`src/rtl/spi_rtc_pkg.sv`:
```
package spi_rtc_pkg;

    localparam int ADDR_W      = 4;
    localparam int DATA_W      = 8;
    localparam int CNT_W       = $clog2(DATA_W);
    localparam int CMD_RD_BIT  = 7;
    localparam int CMD_MK_BIT  = 4;
    localparam int LINK_W      = 3;

    localparam logic [ADDR_W-1:0] CTRL_A_ADDR   = '0;
    localparam logic [DATA_W-1:0] SOFT_RST_CODE = 8'h58;

    typedef enum logic [1:0] {
        ST_CMD  = 2'd0,
        ST_DATA = 2'd1,
        ST_DROP = 2'd2
    } xfer_state_e;

    typedef struct packed {
        logic              is_read;
        logic              marker;
        logic [ADDR_W-1:0] addr;
    } cmd_t;

    typedef struct packed {
        logic mosi;
        logic cs;
        logic sclk;
    } link_t;

    function automatic cmd_t decode_cmd(input logic rd_bit, input logic mk_bit,
                                        input logic [ADDR_W-1:0] a);
        cmd_t c;
        c.is_read = rd_bit;
        c.marker  = mk_bit;
        c.addr    = a;
        return c;
    endfunction

    function automatic logic is_soft_reset(input logic [ADDR_W-1:0] a,
                                           input logic [DATA_W-1:0] d);
        return (a == CTRL_A_ADDR) && (d == SOFT_RST_CODE);
    endfunction

endpackage

```
`src/rtl/spi_rtc_sync.sv`:
```
module spi_rtc_sync
    import spi_rtc_pkg::*;
#(
    parameter int STAGES = 2
) (
    input  logic clk,
    input  logic rst,
    input  logic sclk,
    input  logic cs_en,
    input  logic mosi,
    output logic sclk_rise,
    output logic sclk_fall,
    output logic cs_live,
    output logic mosi_s
);

    link_t chain [STAGES];
    logic  sclk_prev;

    always_ff @(posedge clk) begin
        if (rst) begin
            chain[0] <= '0;
        end else begin
            chain[0] <= '{mosi: mosi, cs: cs_en, sclk: sclk};
        end
    end

    genvar g;
    generate
        for (g = 1; g < STAGES; g++) begin : g_stage
            always_ff @(posedge clk) begin
                if (rst) begin
                    chain[g] <= '0;
                end else begin
                    chain[g] <= chain[g-1];
                end
            end
        end
    endgenerate

    always_ff @(posedge clk) begin
        if (rst) begin
            sclk_prev <= 1'b0;
        end else begin
            sclk_prev <= chain[STAGES-1].sclk;
        end
    end

    assign sclk_rise = chain[STAGES-1].sclk & ~sclk_prev;
    assign sclk_fall = ~chain[STAGES-1].sclk & sclk_prev;
    assign cs_live   = chain[STAGES-1].cs;
    assign mosi_s    = chain[STAGES-1].mosi;

endmodule

```
`src/rtl/spi_rtc_shifter.sv`:
```
module spi_rtc_shifter
    import spi_rtc_pkg::*;
(
    input  logic              clk,
    input  logic              rst,
    input  logic              cs_live,
    input  logic              sclk_rise,
    input  logic              sclk_fall,
    input  logic              mosi_s,
    input  logic              load_en,
    input  logic [DATA_W-1:0] load_data,
    output logic              byte_done,
    output logic [DATA_W-1:0] rx_byte,
    output logic              miso
);

    logic [CNT_W-1:0]  bit_cnt;
    logic [DATA_W-2:0] rx_sh;
    logic [DATA_W-1:0] tx_sh;

    // receive side: sample on rising edges
    always_ff @(posedge clk) begin
        if (rst || !cs_live) begin
            bit_cnt   <= '0;
            rx_sh     <= '0;
            byte_done <= 1'b0;
            rx_byte   <= '0;
        end else begin
            byte_done <= 1'b0;
            if (sclk_rise) begin
                bit_cnt <= bit_cnt + 1'b1;
                rx_sh   <= {rx_sh[DATA_W-3:0], mosi_s};
                if (bit_cnt == CNT_W'(DATA_W-1)) begin
                    byte_done <= 1'b1;
                    rx_byte   <= {rx_sh, mosi_s};
                end
            end
        end
    end

    // transmit side: change on falling edges, reload at byte boundary
    always_ff @(posedge clk) begin
        if (rst || !cs_live) begin
            tx_sh <= '0;
        end else if (sclk_fall) begin
            if (bit_cnt == '0) begin
                tx_sh <= load_en ? load_data : '0;
            end else begin
                tx_sh <= {tx_sh[DATA_W-2:0], 1'b0};
            end
        end
    end

    assign miso = tx_sh[DATA_W-1];

endmodule

```
`src/rtl/spi_rtc_ctrl.sv`:
```
module spi_rtc_ctrl
    import spi_rtc_pkg::*;
(
    input  logic              clk,
    input  logic              rst,
    input  logic              cs_live,
    input  logic              byte_done,
    input  logic [DATA_W-1:0] rx_byte,
    output logic              data_phase,
    output logic              tx_read,
    output logic [ADDR_W-1:0] ptr,
    output logic              reg_we,
    output logic [ADDR_W-1:0] reg_waddr,
    output logic [DATA_W-1:0] reg_wdata,
    output logic              soft_rst
);

    xfer_state_e state;
    logic        rd_mode;
    cmd_t        cmd;

    always_comb begin
        cmd = decode_cmd(rx_byte[CMD_RD_BIT], rx_byte[CMD_MK_BIT],
                         rx_byte[ADDR_W-1:0]);
    end

    always_ff @(posedge clk) begin
        if (rst || !cs_live) begin
            state    <= ST_CMD;
            rd_mode  <= 1'b0;
            ptr      <= '0;
            reg_we   <= 1'b0;
            soft_rst <= 1'b0;
        end else begin
            reg_we   <= 1'b0;
            soft_rst <= 1'b0;
            if (byte_done) begin
                unique case (state)
                    ST_CMD: begin
                        if (cmd.marker) begin
                            state   <= ST_DATA;
                            rd_mode <= cmd.is_read;
                            ptr     <= cmd.addr;
                        end else begin
                            state <= ST_DROP;
                        end
                    end
                    ST_DATA: begin
                        if (!rd_mode) begin
                            if (is_soft_reset(ptr, rx_byte)) begin
                                soft_rst <= 1'b1;
                            end else begin
                                reg_we <= 1'b1;
                            end
                        end
                        ptr <= ptr + 1'b1;
                    end
                    default: state <= ST_DROP;
                endcase
            end
        end
    end

    always_ff @(posedge clk) begin
        if (rst) begin
            reg_waddr <= '0;
            reg_wdata <= '0;
        end else if (cs_live && byte_done && state == ST_DATA && !rd_mode) begin
            reg_waddr <= ptr;
            reg_wdata <= rx_byte;
        end
    end

    assign data_phase = (state == ST_DATA);
    assign tx_read    = data_phase && rd_mode;

endmodule

```
`src/rtl/spi_rtc_front.sv`:
```
module spi_rtc_front
    import spi_rtc_pkg::*;
#(
    parameter int SYNC_STAGES = 2
) (
    input  logic              clk,
    input  logic              rst,
    input  logic              sclk,
    input  logic              cs_en,
    input  logic              mosi,
    output logic              miso,
    output logic [ADDR_W-1:0] reg_raddr,
    input  logic [DATA_W-1:0] reg_rdata,
    output logic              reg_we,
    output logic [ADDR_W-1:0] reg_waddr,
    output logic [DATA_W-1:0] reg_wdata,
    output logic              soft_rst
);

    logic              sclk_rise;
    logic              sclk_fall;
    logic              cs_live;
    logic              mosi_s;
    logic              byte_done;
    logic [DATA_W-1:0] rx_byte;
    logic              data_phase;
    logic              tx_read;

    spi_rtc_sync #(.STAGES(SYNC_STAGES)) u_sync (
        .clk       (clk),
        .rst       (rst),
        .sclk      (sclk),
        .cs_en     (cs_en),
        .mosi      (mosi),
        .sclk_rise (sclk_rise),
        .sclk_fall (sclk_fall),
        .cs_live   (cs_live),
        .mosi_s    (mosi_s)
    );

    spi_rtc_shifter u_shift (
        .clk       (clk),
        .rst       (rst),
        .cs_live   (cs_live),
        .sclk_rise (sclk_rise),
        .sclk_fall (sclk_fall),
        .mosi_s    (mosi_s),
        .load_en   (tx_read),
        .load_data (reg_rdata),
        .byte_done (byte_done),
        .rx_byte   (rx_byte),
        .miso      (miso)
    );

    spi_rtc_ctrl u_ctrl (
        .clk        (clk),
        .rst        (rst),
        .cs_live    (cs_live),
        .byte_done  (byte_done),
        .rx_byte    (rx_byte),
        .data_phase (data_phase),
        .tx_read    (tx_read),
        .ptr        (reg_raddr),
        .reg_we     (reg_we),
        .reg_waddr  (reg_waddr),
        .reg_wdata  (reg_wdata),
        .soft_rst   (soft_rst)
    );

endmodule

```
`config.mk`:
```
export PLATFORM = sky130hd
export DESIGN_NAME = spi_rtc_front
export DESIGN_NICKNAME = d
export VERILOG_FILES = /design/src/rtl/spi_rtc_pkg.sv /design/src/rtl/spi_rtc_sync.sv /design/src/rtl/spi_rtc_shifter.sv /design/src/rtl/spi_rtc_ctrl.sv /design/src/rtl/spi_rtc_front.sv
export SDC_FILE = /design/constraint.sdc
export NUM_CORES = 1
export LEC_CHECK = 0
export BUFFER_PORTS_ARGS = -buffer_cell sky130_fd_sc_hd__buf_2
export CAP_MARGIN = 40
export CORE_UTILIZATION = 40
export DETAILED_ROUTE_END_ITERATION = 16
export SKIP_CTS_REPAIR_TIMING = 1
export SLEW_MARGIN = 20
export SYNTH_ARGS = -nofsm -noshare
export SYNTH_HDL_FRONTEND = slang
export SYNTH_SLANG_ARGS = --single-unit
```
`constraint.sdc`:
```
create_clock -name clk -period 3.2 [get_ports clk]
set_input_delay 0.64 -clock clk [delete_from_list [all_inputs] [get_ports clk]]
set_output_delay 0.64 -clock clk [all_outputs]
set_load 0.005 [all_outputs]
```
# Word level (Yosys, flattened, before mapping)
# Memories as Yosys holds them, arrays and structs flattened.
# Index checks and enable logic that the tools add are counted.
[totals] in_bits=13 reg_bits=49 ramBits=6 memories=1 output_inout_bits=19
[classes] muxes=14 n_reduce_logical=18 eq_ne=4 n_bitwise=9 addsub=2
[mem_list] name="u_sync.chain" words=2 width=3 read_ports=2 rd_ports_with_merged_regs=0 wr=2 line_no="spi_rtc_sync.sv:17" source="link_t chain [STAGES];"
[op_table] cell="two-way mux 8 bit" count=2
[op_table] cell="== test 8 x 7 -> 1 bit, second input constant" count=1
[op_table] cell="one-hot mux 4 bit (2 select lines)" count=1
[op_table] cell="two-way mux 1 bit" count=6
[op_table] cell="two-way mux 3 bit" count=2
[op_table] cell="AND reduction 3 bit" count=2
[op_table] cell="logical AND 1 bit" count=5
[op_table] cell="inverter 1 bit" count=5
[op_table] cell="adder 4 x 1 -> 4 bit, second input constant" count=1
[op_table] cell="logical NOT 4 bit" count=1
[op_table] cell="two-way mux 4 bit" count=1
[op_table] cell="one-hot mux 2 bit (2 select lines)" count=1
[op_table] cell="AND reduction 2 bit" count=2
[op_table] cell="OR reduction 4 bit" count=1
[op_table] cell="adder 3 x 1 -> 3 bit, second input constant" count=1
[op_table] cell="== test 3 bit, second input constant" count=1
[op_table] cell="logical NOT 3 bit" count=1
[op_table] cell="bitwise AND 1 bit" count=2
[op_table] cell="== test 2 x 1 -> 1 bit, second input constant" count=1
[op_table] cell="logical NOT 1 bit" count=2
[op_table] cell="logical NOT 2 bit" count=1
[op_table] cell="two-way mux 2 bit" count=1
[op_table] cell="inequality test 2 bit, second input constant" count=1
[op_table] cell="bitwise OR 1 bit" count=2
[op_table] cell="3 further kinds" count=3

# Depth between registers and ports, before layout
# Gate-level depths: netlist of run 1.
[depth] word_depth=4 depth_mapped=6 depth_no_buf=6

# Cells and area by module
# A second synthesis of run 1 with hierarchy kept.
[unflattened] cells_unflattened=233 hier_area_um2=2207.1
[modules_own_cells] module="spi_rtc_shifter" seq_area_each_um2=540.5 cells_per_inst=121 instances=1 area_each_um2=1093.5
[modules_own_cells] module="spi_rtc_ctrl" seq_area_each_um2=420.4 cells_per_inst=96 instances=1 area_each_um2=917.1
[modules_own_cells] module="spi_rtc_sync" seq_area_each_um2=140.1 cells_per_inst=16 instances=1 area_each_um2=196.4

# Worst setup path before layout of run 1
# No wires, ideal clock.
[synth_path] path_kind="reg2reg" start="reg u_ctrl.state[1]" end="reg u_ctrl.reg_waddr[0]" required_ps=3072 stages_incl_launch_ff=7 arrival_time_ps=1304 setup_time_ps=128 n_path_buf=2 setup_slack_ps=1768 cell_sequence="dfxtp_1 nand2b_1 buf_6 nor3_4 buf_8 mux2i_1 nor2_1"
[synth_between] elab_chain_cells=3
[synth_lines] item="from (decl)" line_no="spi_rtc_ctrl.sv:18" source="xfer_state_e state;"
[synth_lines] item="from (signal assigned)" line_no="spi_rtc_ctrl.sv:29" source="state <= ST_CMD;"
[synth_lines] item="from (signal assigned)" line_no="spi_rtc_ctrl.sv:41" source="state <= ST_DATA;"
[synth_lines] item="from (signal assigned)" line_no="spi_rtc_ctrl.sv:45" source="state <= ST_DROP;"
[synth_lines] item="== test 2 x 1 -> 1 bit" line_no="spi_rtc_ctrl.sv:68" source="end else if (cs_live && byte_done && state == ST_DATA && !rd_mode) begin"
[synth_lines] item="logical AND 1 bit (2 in a row)" line_no="spi_rtc_ctrl.sv:68"
[synth_lines] item="to (signal assigned)" line_no="spi_rtc_ctrl.sv:69" source="reg_waddr <= ptr;"
[synth_lines] item="to (decl)" line_no="spi_rtc_ctrl.sv:13" source="output logic [ADDR_W-1:0] reg_waddr,"
# No other way between the ends.
# A chain may end at the register's enable or synchronous reset.

# Final worst setup path of run 1
[layout_path] start="reg u_ctrl.state[1]" end="reg u_ctrl.reg_waddr[3]"
# Same word-level chain as after synthesis.

==> results.sh, run 1 <==
export IMPL_status="finished, final reports clean"
export IMPL_drt_iter0_markers=101
export IMPL_start_util_pct=41.9
export IMPL_finalHoldViolations=0
export IMPL_gr_total_overflow=0
export IMPL_synth_xor_area_share_pct=0.404
export IMPL_synth_cells=238
export IMPL_netlist_area_um2=2170
export IMPL_cp_slowest_cell="nor3_4"
export IMPL_grt_pass1_wl_mm=6.33
export IMPL_drtAntennaViolNets=0
export IMPL_synth_most_common_cell="dfxtp_1"
export IMPL_vias_per_cell=4.93
export IMPL_ys_flop_type="dfxtp_1"
export IMPL_hold_depth=1
export IMPL_post_route_period_util_pct=59.8
export IMPL_rows=26
export IMPL_grt_max_degree=27
export IMPL_fillerInstances=503
export IMPL_reg2reg_from="u_ctrl.state[1]$_SDFFE_PP0P_"
export IMPL_port_buffers=31
export IMPL_yosys_warnings=0
export IMPL_coreArea_um2=5170
export IMPL_drtPass1Iterations=4
export IMPL_synth_mux_area_share_pct=6.52
export IMPL_track_usage_pct=15.0
export IMPL_total_power_uw=1140
export IMPL_clk_path_buf_depth=2
export IMPL_path_depth=4
export IMPL_nets=283
export IMPL_dp_hpwl_mm=2.74
export IMPL_critPathBufInv=0
export IMPL_ys_seq_area_share_pct=50.8
export IMPL_finalWirelength_mm=3.91
export IMPL_die_width_um=75.6
export IMPL_synthTopCellsByCount="55 x dfxtp_1, 32 x nand2_1, 27 x a21oi_1, 25 x nor2_1, 15 x nand3_1"
export IMPL_wl_per_cell_um=11.6
export IMPL_layoutNonFillerInstCount=336
export IMPL_n_antenna_cell=0
export IMPL_worst_pin_slew_ps=784
export IMPL_synthAdderAreaFrac_pct=2.89
export IMPL_synth_area_per_cell_um2=9.11
export IMPL_fin_skew_ps=8.75
export IMPL_synth_cell_types=35
export IMPL_synth_simple_area_share_pct=24.1
export IMPL_slew_headroom_pct=47.5
export IMPL_cp_cell_sequence="nand2b_1, nor3_4, mux2i_1, nor2_1"
export IMPL_reg2reg_depth=4
export IMPL_critPathKind="flop to flop"
export IMPL_die_y_um=75.6
export IMPL_ys_ff_latch=55
export IMPL_synth_area_top_cells="dfxtp_1 51%, a21oi_1 6.2%, mux2i_1 6.0%, nand2_1 5.5%, nor2_1 4.3%"
export IMPL_ys_async_sr_fraction_pct=0
export IMPL_required_ps=3390
export IMPL_rsz0062_at_grt="no"
export IMPL_path_max_fanout=14
export IMPL_layout_drive_gt1_share_pct=17.7
export IMPL_dpl_cell_area_um2=2360
export IMPL_synth_top_family_by_area="simple AND/OR/NAND/NOR gates"
export IMPL_cts_tree="done"
export IMPL_numClockSinks=55
export IMPL_place_inst=328
export IMPL_clk_pin_slew_ps=90
export IMPL_arrival_ps=2100
export IMPL_rrSetupSlack_ps=1290
export IMPL_vias=1655
export IMPL_p_leak_uw=0.000888
export IMPL_die_area_um2=5720
export IMPL_final_max_slew_viol_count=0
export IMPL_antenna_found_initial=0
export IMPL_numCtsBuffers=5
export IMPL_drv_cap=0
export IMPL_clock_latency_ps=310
export IMPL_fin_area_um2=2460
export IMPL_r2r_end="u_ctrl.reg_waddr[3]$_SDFFE_PP0P_"
export IMPL_multi_input_area_um2=978
export IMPL_synth_net_count=256
export IMPL_synth_compound_area_share_pct=11.2
export IMPL_cp_endpoint="u_ctrl.reg_waddr[3]$_SDFFE_PP0P_"
export IMPL_drc=0
export IMPL_htree_levels=2
export IMPL_grt_pass1_vias=1381
export IMPL_setup_violations=0
export IMPL_cp_end_kind="flop"
export IMPL_irDropWorstVdd_v=0.000198
export IMPL_finalWeightedCongestion=0.758
export IMPL_regArea_um2=1100
export IMPL_yosysTopAreaCell="dfxtp_1"
export IMPL_root_buffer="clkbuf_8"
export IMPL_worstSetupStartpoint="u_ctrl.state[1]$_SDFFE_PP0P_"
export IMPL_cp_top_family="simple AND/OR/NAND/NOR gates"
export IMPL_max_freq_mhz=523
export IMPL_ios=32
export IMPL_synth_enable_flop_cells=0
export IMPL_start_kind="flop"
export IMPL_power_density_nw_per_um2=462
export IMPL_hp_class="flop to flop"
export IMPL_area_growth_pct=13.5
export IMPL_synth_top_cell_area_share_pct=50.8
export IMPL_max_stage_delay_ps=740
export IMPL_setup_tns_ps=0
export IMPL_period_needed_ps=1910
-- stage by stage --
stage / hold slack (ps) / worst slack, ps / util, %
after global placement: 419 / 1270 / 45.5
final: 444 / 1290 / 47.6
after global routing: 472 / 1120 / 47.6
after CTS: 453 / 1250 / 47.6
after detailed placement: 430 / 1250 / 45.5
after floorplan: 414 / 1770 / -
-- power by group --
part	total, uW	internal [uW]	switching [uW]
registers	690	688	1.79
logic	26.5	10.5	16.0
clock network	419	197	222
total	1140	896	240
-- worst min-delay path by stage --
stage,end,slack [ps],start
6_report,u_sync.chain[1][1]$_SDFF_PP0_,440,u_sync.chain[0][1]$_SDFF_PP0_
5_1_grt,u_sync.chain[1][2]$_SDFF_PP0_,470,u_sync.chain[0][2]$_SDFF_PP0_
4_1_cts,u_sync.chain[1][1]$_SDFF_PP0_,450,u_sync.chain[0][1]$_SDFF_PP0_
3_5_place_dp,u_sync.chain[1][1]$_SDFF_PP0_,430,u_sync.chain[0][1]$_SDFF_PP0_
3_3_place_gp,u_sync.chain[1][1]$_SDFF_PP0_,420,u_sync.chain[0][1]$_SDFF_PP0_
2_1_floorplan,u_sync.chain[1][0]$_SDFF_PP0_,410,u_sync.chain[0][0]$_SDFF_PP0_
-- state kept, by name (all words and copies together), names as in the netlist --
| name | cells |
|---|---|
| u_ctrl.ptr | 4 |
| u_sync.sclk_prev | 1 |
| u_shift.tx_sh | 8 |
| u_shift.rx_byte | 8 |
| u_ctrl.rd_mode | 1 |
| u_shift.bit_cnt | 3 |
| u_ctrl.reg_we | 1 |
| u_shift.rx_sh | 7 |
| u_ctrl.soft_rst | 1 |
| u_ctrl.reg_wdata | 8 |
| u_ctrl.reg_waddr | 4 |
| u_shift.byte_done | 1 |
| u_ctrl.state | 2 |
| u_sync.chain | 6 |
-- kinds of logic after synthesis --
group	after synthesis
simple gates	103
flops	55
compound gates	42
buf+inv	18
mux	14
fa+ha+maj	5
xor+xnor	1
-- cell type report --
class                           count  share of cell area, %
Multi-Input combinational cell    165                   39.8
Inverter                            5                  0.763
Sequential cell                    55                   44.8
Timing Repair Buffer               33                   6.92
Clock inverter                      1                  0.305
Clock buffer                        7                   3.92
Tap cell                           70                   3.56
-- layout by cell type (no fill, tap or decap), drive strengths merged --
| cell type | count |
|---|---|
| and3b | 1 |
| nand3 | 15 |
| o211ai | 1 |
| clkbuf | 7 |
| and4bb | 1 |
| dfxtp | 55 |
| inv | 5 |
| mux2i | 13 |
| nor3 | 3 |
| mux2 | 1 |
| ha | 5 |
| nor2 | 25 |
| nor4b | 1 |
| nor4bb | 1 |
| clkinvlp | 1 |
| nand2b | 6 |
| and2 | 1 |
| nand2 | 32 |
| xnor2 | 1 |
| a221oi | 3 |
| a22oi | 4 |
| or3b | 1 |
| a21oi | 27 |
| buf | 33 |
| a311oi | 1 |
| a211oi | 1 |
| o31ai | 1 |
| nor2b | 12 |
| nor3b | 4 |
| o21ai | 4 |
-- routing by layer --
metal  global-route usage [%]  share of wire, %  wire, um  vias up
met1                     19.8                53      2080      753
li1                         -                 -         -      863
met3                     4.37               3.0       119        6
met4                     7.41               1.8        72        0
met5                        0                 0         0        -
met2                     22.4                42      1640       33
Power figures use the tool's default switching activity.
==> run 2: changes to the inputs <==
- clock period: 3.2 -> 1.8 ns (I/O delays scaled with it)
==> run 2 against run 1 <==
Net effect: first-iteration DRC count shrank 4.0%; via count shrank 0.60%; count of clock-buffer cells in the layout grew 1; sequential share of layout area shrank 0.83 points; combinational power grew 98%; register-to-register slack lost 970 ps; final cell count grew 1.5%; non-clock buffer count grew 5; critical path depth grew 2; clock power grew 76%; largest cell class unchanged; largest power group unchanged.
==> results.sh, run 2 (synthesis gave the netlist of run 1 again) <==
export IMPL_status="finished, final reports clean"
export IMPL_setup_violations=0
export IMPL_die_area_um2=5720
export IMPL_vias_per_cell=4.82
export IMPL_multi_input_area_um2=978
export IMPL_mostFrequentLayoutCells="55 x dfxtp_1, 32 x nand2_1, 31 x buf_2"
export IMPL_final_common_cell="dfxtp_1"
export IMPL_root_buffer="clkbuf_8"
export IMPL_period_needed_ps=1480
export IMPL_critPathKind="flop to flop"
export IMPL_rsz0062_at_grt="no"
export IMPL_finalWeightedCongestion=0.742
export IMPL_clk_pin_slew_ps=100
export IMPL_drtPass1Iterations=4
export IMPL_wl_per_cell_um=12.2
export IMPL_fin_skew_ps=10.6
export IMPL_post_route_period_util_pct=82.5
export IMPL_hold_slack_ps=258
export IMPL_clk_path_buf_depth=2
export IMPL_die_width_um=75.6
export IMPL_final_max_slew_viol_count=0
export IMPL_htree_levels=2
export IMPL_dp_hpwl_mm=2.85
export IMPL_nets=288
export IMPL_required_ps=2040
export IMPL_arrival_ps=1720
export IMPL_fillerInstances=499
export IMPL_die_y_um=75.6
export IMPL_irDropWorstVdd_v=0.000374
export IMPL_numCtsBuffers=5
export IMPL_setup_tns_ps=0
export IMPL_cts_tree="done"
export IMPL_slew_headroom_pct=65.2
export IMPL_regArea_um2=1100
export IMPL_layoutNonFillerInstCount=341
export IMPL_coreArea_um2=5170
export IMPL_finalHoldViolations=0
export IMPL_track_usage_pct=16.1
export IMPL_drt_iter0_markers=97
export IMPL_grt_pass1_wl_mm=6.88
export IMPL_start_util_pct=41.9
export IMPL_clock_latency_ps=310
export IMPL_rows=26
export IMPL_grt_pass1_vias=1424
export IMPL_largestRegisters="u_ctrl.reg_wdata x8, u_shift.rx_byte x8, u_shift.tx_sh x8"
export IMPL_n_antenna_cell=0
export IMPL_grt_max_degree=23
export IMPL_drc=0
export IMPL_cp_end_kind="flop"
export IMPL_p_leak_uw=0.000920
export IMPL_place_inst=333
export IMPL_max_freq_mhz=674
export IMPL_hp_class="primary input to flop"
export IMPL_drv_cap=0
export IMPL_numClockSinks=55
export IMPL_worstSetupStartpoint="u_shift.bit_cnt[0]$_SDFFE_PP0P_"
export IMPL_vias=1645
export IMPL_power_density_nw_per_um2=804
export IMPL_layout_drive_gt1_share_pct=18.8
export IMPL_dpl_cell_area_um2=2410
export IMPL_total_power_uw=2020
export IMPL_fin_area_um2=2510
export IMPL_port_buffers=31
export IMPL_path_max_fanout=8
export IMPL_area_growth_pct=15.6
export IMPL_gr_total_overflow=0
export IMPL_antenna_found_initial=0
export IMPL_start_kind="flop"
export IMPL_reg2reg_from="u_shift.bit_cnt[0]$_SDFFE_PP0P_"
export IMPL_worstHoldStart="sclk"
export IMPL_ios=32
export IMPL_worst_pin_slew_ps=520
export IMPL_drtAntennaViolNets=0
export IMPL_finalWirelength_mm=4.17
## run 2: cell types whose count changed in the layout (fill, tap and decap cells not counted)
cell	change
clkinvlp_4	-1
clkbuf_1	+1
buf_12	+1
buf_4	+4
## run 2: metal layers
| metal | wire length [um] | part of all wire [%] | vias to the layer above | global-route usage [%] |
|---|---|---|---|---|
| met4 | 55 | 1.3 | 0 | 5.56 |
| li1 | - | - | 873 | - |
| met3 | 136 | 3.3 | 7 | 5.16 |
| met5 | 0 | 0 | - | 0 |
| met1 | 2130 | 51 | 735 | 22.1 |
| met2 | 1850 | 44 | 30 | 23.9 |
## run 2: area by class of cell
cell class | count | share of cell area, %
Tap cell | 70 | 3.49
Multi-Input combinational cell | 165 | 39.0
Sequential cell | 55 | 43.9
Inverter | 5 | 0.749
Timing Repair Buffer | 38 | 8.79
Clock buffer | 8 | 3.99
## run 2: critical path, stage by stage, from the launching register on
cell	delay, ps
dfxtp_1	340
inv_1	60
ha_1	130
nand2b_1	140
nor3_2	440
nand3_1	140
a21oi_1	160
## run 2: worst paths after layout
path                                   end  slack, ps  depth (start not counted)
min          u_sync.chain[0][0]$_SDFF_PP0_        260                          2
max reg2reg  u_shift.tx_sh[5]$_SDFFE_PP0P_        320                          6
min reg2reg  u_sync.chain[1][1]$_SDFF_PP0_        430                          1
max          u_shift.tx_sh[5]$_SDFFE_PP0P_        320                          6
## run 2: per-stage QoR
stage	setup WS, ps	utilization [%]
2_1_floorplan	368	-
3_3_place_gp	325	46.5
3_5_place_dp	327	46.5
4_1_cts	317	48.5
5_1_grt	137	48.5
6_report	316	48.5
## run 2: power breakdown
group / internal (uW) / switching, uW / total [uW]
Clock: 352 / 385 / 737
Sequential: 1220 / 3.09 / 1230
Combinational: 22.3 / 30.2 / 52.5
Total: 1600 / 419 / 2020
==> run 3: changes to the inputs <==
- clock period: 1.8 -> 1.32 ns (I/O delays scaled with it)
==> run 3 against run 2 <==
Net effect: utilization grew 3.6 points; via count grew 3.0%; setup slack got worse by 240 ps; critical endpoint is now u_shift.tx_sh[3]$_SDFFE_PP0P_; largest cell class unchanged.
==> results.sh, run 3 (synthesis gave the netlist of run 1 again) <==
export IMPL_status="finished, final reports clean"
export IMPL_die_y_um=75.6
export IMPL_regArea_um2=1110
export IMPL_p_clk_share_pct=39.7
export IMPL_final_common_cell="dfxtp_1"
export IMPL_root_buffer="clkbuf_8"
export IMPL_drc=0
export IMPL_drv_cap=0
export IMPL_path_max_fanout=8
export IMPL_dp_hpwl_mm=3.01
export IMPL_finalWeightedCongestion=0.737
export IMPL_largestRegisters="u_ctrl.reg_wdata x8, u_shift.rx_byte x8, u_shift.tx_sh x8"
export IMPL_coreArea_um2=5170
export IMPL_grt_pass1_wl_mm=7.02
export IMPL_setup_ws_ps=78.1
export IMPL_max_freq_mhz=805
export IMPL_vias_per_cell=4.81
export IMPL_multi_input_area_um2=1040
export IMPL_fillerInstances=498
export IMPL_combPwrFrac_pct=2.6
export IMPL_drtAntennaViolNets=0
export IMPL_power_density_nw_per_um2=1080
export IMPL_clk_path_buf_depth=2
export IMPL_cp_top_family="simple AND/OR/NAND/NOR gates"
export IMPL_post_route_period_util_pct=94.1
export IMPL_hold_slack_ps=154
export IMPL_antenna_found_initial=0
export IMPL_fin_skew_ps=5.33
export IMPL_final_core_util_pct=52.1
export IMPL_worst_pin_slew_ps=333
export IMPL_rows=26
export IMPL_worstSetupStartpoint="u_shift.bit_cnt[1]$_SDFFE_PP0P_"
export IMPL_htree_levels=2
export IMPL_setup_tns_ps=0
export IMPL_power_frac_seq_pct=57.7
export IMPL_hp_class="primary input to flop"
export IMPL_reg2reg_from="u_shift.bit_cnt[1]$_SDFFE_PP0P_"
export IMPL_irDropWorstVdd_v=0.000544
export IMPL_intPower_uw=2270
export IMPL_path_depth=6
export IMPL_vias=1694
export IMPL_arrival_ps=1490
export IMPL_grt_pass1_vias=1498
export IMPL_finalWirelength_mm=4.35
export IMPL_reg2reg_depth=6
export IMPL_required_ps=1570
export IMPL_drtPass1Iterations=4
export IMPL_die_width_um=75.6
export IMPL_critPathKind="flop to flop"
export IMPL_cp_end_kind="flop"
export IMPL_area_growth_pct=24.2
export IMPL_ios=32
export IMPL_cp_cell_sequence="inv_2, ha_4, nand2b_4, nor3_4, nand3_1, a21oi_2"
export IMPL_track_usage_pct=16.3
export IMPL_dp_slack_ps=-73.4
export IMPL_clock_latency_ps=310
export IMPL_finalHoldViolations=0
export IMPL_layout_drive_gt1_share_pct=28.7
export IMPL_numCtsBuffers=5
export IMPL_r2r_end="u_shift.tx_sh[3]$_SDFFE_PP0P_"
export IMPL_cp_endpoint="u_shift.tx_sh[3]$_SDFFE_PP0P_"
export IMPL_cts_tree="done"
export IMPL_period_needed_ps=1240
export IMPL_grt_max_degree=32
export IMPL_p_sw_share_pct=21.4
export IMPL_critPathBufInv=1
export IMPL_gr_total_overflow=0
export IMPL_start_util_pct=41.9
export IMPL_switchingPower_uw=621
export IMPL_n_antenna_cell=0
export IMPL_setup_violations=0
export IMPL_nets=299
export IMPL_port_buffers=31
export IMPL_p_leak_uw=0.00100
export IMPL_start_kind="flop"
export IMPL_cp_slowest_cell="dfxtp_2"
export IMPL_die_area_um2=5720
export IMPL_slew_headroom_pct=77.8
export IMPL_wl_per_cell_um=12.3
export IMPL_clk_pin_slew_ps=100
export IMPL_max_stage_delay_ps=340
export IMPL_mostFrequentLayoutCells="49 x dfxtp_1, 31 x nand2_1, 31 x buf_2"
export IMPL_rrSetupSlack_ps=80
export IMPL_final_max_slew_viol_count=0
export IMPL_worstHoldStart="cs_en"
export IMPL_numClockSinks=55
export IMPL_rsz0062_at_grt="yes"
export IMPL_drt_iter0_markers=77
==> run 3: cell types whose count changed in the layout (fill, tap and decap cells not counted), sizes merged <==
cell,before,now
buf,38,49
inv,5,6
bufinv,0,1
clkinv,0,1
clkbuf,8,5
==> run 3: worst register-to-register path, delay by kind of cell (launching register included) <==
| family | cells | cell delay, ps |
|---|---|---|
| DFF | 1 | 340 |
| AOI/OAI and AO/OA | 1 | 130 |
| and+or+nand+nor | 3 | 520 |
| buffers and inverters | 1 | 60 |
| adders and majority gates | 1 | 130 |
==> run 3: power by group through the flow <==
stage | Clock, uW | Sequential, uW | Combinational [uW]
after floorplan | 0 | 1710 | 39.4
after global placement | 0 | 1710 | 75.0
after detailed placement | 0 | 1710 | 73.8
after CTS | 1180 | 1670 | 74.3
after global routing | 1250 | 1670 | 82.6
final | 1150 | 1670 | 75.7
==> run 3: worst min-delay path by stage <==
stage | endpoint | slack (ps) | depth (start not counted)
detailed placement | u_sync.chain[1][1]$_SDFF_PP0_ | 420 | 1
global route | u_sync.chain[0][2]$_SDFF_PP0_ | 140 | 2
global placement | u_sync.chain[1][2]$_SDFF_PP0_ | 420 | 1
CTS | u_sync.chain[0][1]$_SDFF_PP0_ | 140 | 2
floorplan | u_sync.chain[0][0]$_SDFF_PP0_ | 390 | 1
finish | u_sync.chain[0][1]$_SDFF_PP0_ | 150 | 2
==> run 3: cell type report <==
cell class / instances / share of cell area (%)
well taps: 70 / 3.25
flip-flops and latches: 55 / 41.3
clock inverters: 3 / 1.77
inverters: 5 / 0.697
clock buffers: 5 / 2.56
multi-input cells: 165 / 38.8
repair buffers: 49 / 11.7
==> run 3: per-layer routing <==
layer	vias to the layer above	wire length, um	track usage, %	part of all wire [%]
li1	891	-	-	-
met1	773	2220	22.0	51
met2	24	1950	25.9	45
met3	6	118	3.97	2.7
met4	0	49	4.94	1.1
met5	-	0	0	0
==> run 3: through the flow <==
step / area [um2] / cells / power (uW)
global placement: 2500 / 343 / 1790
CTS: 2620 / 351 / 2930
finish: 2690 / 352 / 2900
floorplan: 2180 / 238 / 1750
global route: 2690 / 352 / 3010
detailed placement: 2500 / 343 / 1790
